[config.mk]
export PLATFORM = sky130hd
export DESIGN_NAME = rof_detector
export DESIGN_NICKNAME = d
export VERILOG_FILES = /design/src/rtl/rof_pkg.sv /design/src/rtl/rof_next.sv /design/src/rtl/rof_out.sv /design/src/rtl/rof_state_reg.sv /design/src/rtl/rof_detector.sv
export SDC_FILE = /design/constraint.sdc
export NUM_CORES = 1
export LEC_CHECK = 0
export ABC_AREA = 1
export BUFFER_PORTS_ARGS = -buffer_cell sky130_fd_sc_hd__buf_2
export CORE_AREA = 2 2 39 41
export DETAILED_ROUTE_END_ITERATION = 16
export DIE_AREA = 0 0 41 43
export GPL_TIMING_DRIVEN = 0
export SYNTH_ARGS = -nofsm -noshare
export SYNTH_HDL_FRONTEND = slang
export SYNTH_SLANG_ARGS = --single-unit
export TNS_END_PERCENT = 5
[constraint.sdc]
create_clock -name clk -period 1.4 [get_ports clk]
set_input_delay 0.21 -clock clk [delete_from_list [all_inputs] [get_ports clk]]
set_output_delay 0.21 -clock clk [all_outputs]
set_load 0.05 [all_outputs]
[src/rtl/rof_pkg.sv]
package rof_pkg;
  // Fixed state codes; the run-count codes follow from the run length.
  localparam int unsigned IDLE_CODE = 0;  // disarmed, no zero seen yet
  localparam int unsigned ARM_CODE  = 1;  // armed, run count zero

  // Width of the state register for a given run length.
  function automatic int unsigned state_width(input int unsigned run_len);
    return $clog2(run_len + 1);
  endfunction
endpackage

[src/rtl/rof_next.sv]
module rof_next #(
  parameter int unsigned RUN_LEN = 4,
  parameter int unsigned SW      = rof_pkg::state_width(RUN_LEN)
) (
  input  logic [SW-1:0] state_q,
  input  logic          x,
  output logic [SW-1:0] state_d
);
  localparam logic [SW-1:0] IDLE_C = SW'(rof_pkg::IDLE_CODE);
  localparam logic [SW-1:0] ARM_C  = SW'(rof_pkg::ARM_CODE);
  localparam logic [SW-1:0] TOP_C  = SW'(RUN_LEN);

  always_comb begin
    state_d = IDLE_C;
    if (state_q > TOP_C) begin
      state_d = IDLE_C;                       // unused code: recover
    end else if (state_q == IDLE_C) begin
      state_d = x ? IDLE_C : ARM_C;           // ones ignored until a zero
    end else if (!x) begin
      state_d = ARM_C;                        // zero clears the run
    end else if (state_q == TOP_C) begin
      state_d = TOP_C;                        // saturate
    end else begin
      state_d = state_q + SW'(1);
    end
  end
endmodule

[src/rtl/rof_out.sv]
module rof_out #(
  parameter int unsigned RUN_LEN = 4,
  parameter int unsigned SW      = rof_pkg::state_width(RUN_LEN)
) (
  input  logic [SW-1:0] state_q,
  input  logic          x,
  input  logic          test_mode,
  output logic          z
);
  localparam logic [SW-1:0] TOP_C = SW'(RUN_LEN);

  always_comb begin
    z = 1'b0;
    if (!test_mode && x && (state_q == TOP_C)) begin
      z = 1'b1;
    end
  end
endmodule

[src/rtl/rof_state_reg.sv]
module rof_state_reg #(
  parameter int unsigned SW = 3
) (
  input  logic          clk,
  input  logic          rst_n,
  input  logic          test_mode,
  input  logic          scan_in,
  input  logic [SW-1:0] func_d,
  output logic [SW-1:0] state_q,
  output logic          scan_out
);
  logic [SW-1:0] reg_d;

  always_comb begin
    if (test_mode) begin
      reg_d = {state_q[SW-2:0], scan_in};
    end else begin
      reg_d = func_d;
    end
  end

  always_ff @(posedge clk or negedge rst_n) begin
    if (!rst_n) begin
      state_q <= '0;
    end else begin
      state_q <= reg_d;
    end
  end

  assign scan_out = state_q[SW-1];

  // in test mode the register shifts toward the MSB
  assert_scan_shift_R7: assert property (@(posedge clk) disable iff (!rst_n)
    test_mode |=> (state_q == {$past(state_q[SW-2:0]), $past(scan_in)}));
  // the chain end shows the MSB after each shift
  assert_scan_out_R7: assert property (@(posedge clk) disable iff (!rst_n)
    test_mode |=> (scan_out == $past(state_q[SW-2])));
endmodule

[src/rtl/rof_detector.sv]
module rof_detector #(
  parameter int unsigned RUN_LEN = 4
) (
  input  logic clk,
  input  logic rst_n,
  input  logic x,
  input  logic test_mode,
  input  logic scan_in,
  output logic z,
  output logic scan_out
);
  localparam int unsigned SW = rof_pkg::state_width(RUN_LEN);
  localparam logic [SW-1:0] IDLE_C = SW'(rof_pkg::IDLE_CODE);
  localparam logic [SW-1:0] ARM_C  = SW'(rof_pkg::ARM_CODE);
  localparam logic [SW-1:0] TOP_C  = SW'(RUN_LEN);

  logic [SW-1:0] state_q;
  logic [SW-1:0] func_d;

  rof_next #(.RUN_LEN(RUN_LEN), .SW(SW)) u_next (
    .state_q (state_q),
    .x       (x),
    .state_d (func_d)
  );

  rof_out #(.RUN_LEN(RUN_LEN), .SW(SW)) u_out (
    .state_q   (state_q),
    .x         (x),
    .test_mode (test_mode),
    .z         (z)
  );

  rof_state_reg #(.SW(SW)) u_reg (
    .clk       (clk),
    .rst_n     (rst_n),
    .test_mode (test_mode),
    .scan_in   (scan_in),
    .func_d    (func_d),
    .state_q   (state_q),
    .scan_out  (scan_out)
  );

  // ones before the first zero keep the machine idle
  assert_idle_holds_R2: assert property (@(posedge clk) disable iff (!rst_n)
    (!test_mode && state_q == IDLE_C && x) |=> (state_q == IDLE_C));
  // a zero from any legal state lands in the armed state
  assert_zero_rearms_R4: assert property (@(posedge clk) disable iff (!rst_n)
    (!test_mode && !x && state_q <= TOP_C) |=> (state_q == ARM_C));
  // a detect is followed by the saturated count
  assert_detect_saturates_R5: assert property (@(posedge clk) disable iff (!rst_n)
    z |=> (state_q == TOP_C));
  // unused codes fall back to idle
  assert_illegal_to_idle_R6: assert property (@(posedge clk) disable iff (!rst_n)
    (!test_mode && state_q > TOP_C) |=> (state_q == IDLE_C));
  // no detect while scanning
  assert_quiet_in_test_R8: assert property (@(posedge clk) disable iff (!rst_n)
    test_mode |-> !z);
endmodule

==> qor.csv <==
stage;metric;value;unit
finish;drive_gt1_share;48.8;%
cts;cts-root-buf;clkbuf_4;
routing;ant_nets;0;
finish;area_growth;73.2;%
routing;drtIter0Drc;0;
cts;path_clk_slew;0.04;ns
routing;routed.top_layer;met4;
timing;holdWs;0.175;ns
die;dieWidth;41;um
routing;wl_per_cell;7.79;um
pwr;powerDensity;1070;nW/um^2
global_route;grt_pass1_wl;759;um
worst_hold_path;hold_path_class;input port to flop;
worst_setup_path;cpLargestDelayFamily;flip-flops;
synthesis;ys_ff_latch;3;
worst_setup_path;cp.buffers_inverters;2;
finish;post-route-util;24.6;%
placed_design;port_buffers;6;
synthesis;synth_area_per_cell;7.28;um^2
die;ios;7;
timing;tightest_slew;0.253;ns
timing;fin_crit_sh;97.9;%
finish;largest-register;u_reg.state_q;
worst_setup_path;crit_slowest_cell;dfrtp_1;
routing;vias;203;
die;core-area;1380;um^2
die;initial_core_util;14.2;%
finish;finalNetCount;49;
pwr;power.leakage;0.187;nW
finish;largestRegisters;u_reg.state_q x3;
worst_setup_path;cp-endpoint;z;
worst_setup_path;reg2reg_slack;0.34;ns
routing;drc;0;
worst_hold_path;hp-start;scan_in;
global_route;grt_pass1_vias;204;
die;rows;14;
cts;cts_sinks;3;
cts;cts_buffers;3;
finish;n_fill_cell;154;
placed_design;dp_hpwl;316;um
timing;rsz0062_at_grt;yes;
routing;first_pass_iters;1;
synthesis;ys_types;11;
timing;max_slew_margin;83.2;%
worst_setup_path;slowest_delay;0.38;ns
routing;dr_wl_met2;204;um
run;max-cap-violations;0;
synthesis;synth_sequential_area_ratio;38.2;%
global_route;grt_remaining_overflow;0;
worst_setup_path;critical_path_depth;5;
worst_setup_path;path_max_fanout;4;
finish;largest_reg_flops;3;
cts;htree_num_levels;1;
global_route;grt_max_degree;6;
global_route;grt_use_total;7.35;%
worst_setup_path;required;1.19;ns
worst_setup_path;worstPathCellList;inv_2 > ha_4 > nand2_4 > nor2_4 > buf_8;
worst_setup_path;end_kind;output pin;
pwr;peakVddDrop;0.000349;V
synthesis;postSynthCellCount;27;
worst_setup_path;r2r.worst_path.cells;7;
cts;insertion_delay;0.23;ns
die;die_h;43;um
timing;final-setup-viol-count;0;
timing;max_freq;729;MHz
placed_design;routabilityCongestion;0.638;
pwr;p_total;0.000365;W
routing;viasPerCell;3.56;
routing;wirelength;444;um
worst_setup_path;worst-endpoint-arrival;1.16;ns
synthesis;ys_warn_count;0;
die;die_area;1760;um^2
routing;wl_met3;33;um
timing;slew_violations;0;
worst_setup_path;worstSetupStartpoint;u_reg.state_q[0];
cts;cts_tree;built;
timing;finalHoldViolCount;0;
routing;met1Wirelength;189;um
worst_setup_path;r2r-start;u_reg.state_q[0];
timing;fin_crit;1.37;ns
worst_setup_path;startpoint_type;flop;
global_route;grt_antenna_before_repair;0;
timing;tns;0;ns
outcome;outcome;complete, no violations;
synthesis;syn_nets;34;
timing;fin_skew;0.00143;ns
synthesis;syn_area;196;um^2
worst_setup_path;r2r_end;u_reg.state_q[2];
worst_setup_path;criticalPathCategory;flop to output pin;
finish;antenna_cells;0;
cts;cts_max_path_buffers;2;
-- power breakdown --
| group | internal, W | switching [W] | leakage (nW) |
|---|---|---|---|
| combinational | 0.0000452 | 0.0000593 | 0.134 |
| sequential | 0.0000978 | 0.0000103 | 0.0378 |
| clock | 0.000107 | 0.0000460 | 0.0150 |
-- layer usage --
metal,global-route usage (%),up-vias
li1,-,108
met1,6.82,86
met2,9.69,7
met3,3.14,2
met4,10.0,0
met5,0,-
-- cells in the mapped netlist (all sizes together) --
cell type,instances,share of area [%]
nand3,2,5.1
a21oi,1,2.5
inv,6,11
nand2,7,15
o21ai,2,5.1
ha,2,13
nor2,4,10
dfrtp,3,38
-- placed cells by master, fill, tap and decap left out, types with 2 or more instances in the layout --
master    n
o21ai_0   2
nand2_1   5
nor2_1    2
inv_2     3
inv_1     3
buf_2     5
buf_4     3
dfrtp_1   3
nand3_1   2
clkbuf_4  3
-- final cells by class --
type                            instances  area (um^2)  share of cell area (%)
Inverter                                6         22.5                    6.62
Timing Repair Buffer                   10         72.6                    21.3
Multi-Input combinational cell         18          124                    36.4
Tap cell                               16         20.0                    5.88
Clock buffer                            4         26.3                    7.72
Sequential cell                         3         75.1                    22.1
-- kinds of logic after synthesis --
| logic type | count (synthesis) | share of synthesized area (%) |
|---|---|---|
| buffers and inverters | 6 | 11.5 |
| and+or+nand+nor | 13 | 29.9 |
| AOI/OAI and AO/OA | 3 | 7.64 |
| adders and majority gates | 2 | 12.7 |
| DFF | 3 | 38.2 |
-- per-stage QoR --
stage                     setup slack [ns]  std cells  instance area (um^2)
after global routing               -0.0501         57                   340
after floorplan                     0.0499         27                   201
after detailed placement            0.0236         49                   251
final                               0.0288         57                   340
after CTS                           0.0130         57                   332
after global placement              0.0475         49                   251
-- worst reg2reg max path, cell delays in order, from the launching register on --
cell,delay [ns]
dfrtp_1,0.35
inv_2,0.06
ha_4,0.17
nand2_4,0.07
nor2_4,0.04
buf_4,0.12
nor2_2,0.06
nand2_1,0.06
-- worst min path at each step --
stage                            end  slack, ns  depth (start not counted)
floorplan           u_reg.state_q[0]      -0.09                          0
global placement    u_reg.state_q[1]      0.007                          1
detailed placement  u_reg.state_q[2]      0.007                          1
CTS                 u_reg.state_q[0]       0.16                          3
global route        u_reg.state_q[0]       0.19                          3
finish              u_reg.state_q[0]       0.18                          3
-- what timing repair did --
action	in CTS	in global routing
setup buffers	3	0
hold endpoints to repair	3	0
hold buffers	1	0
endpoints found under the setup margin	1	1
resized for setup	7	2
pin swaps	2	0
(Power assumes the default switching activity.)
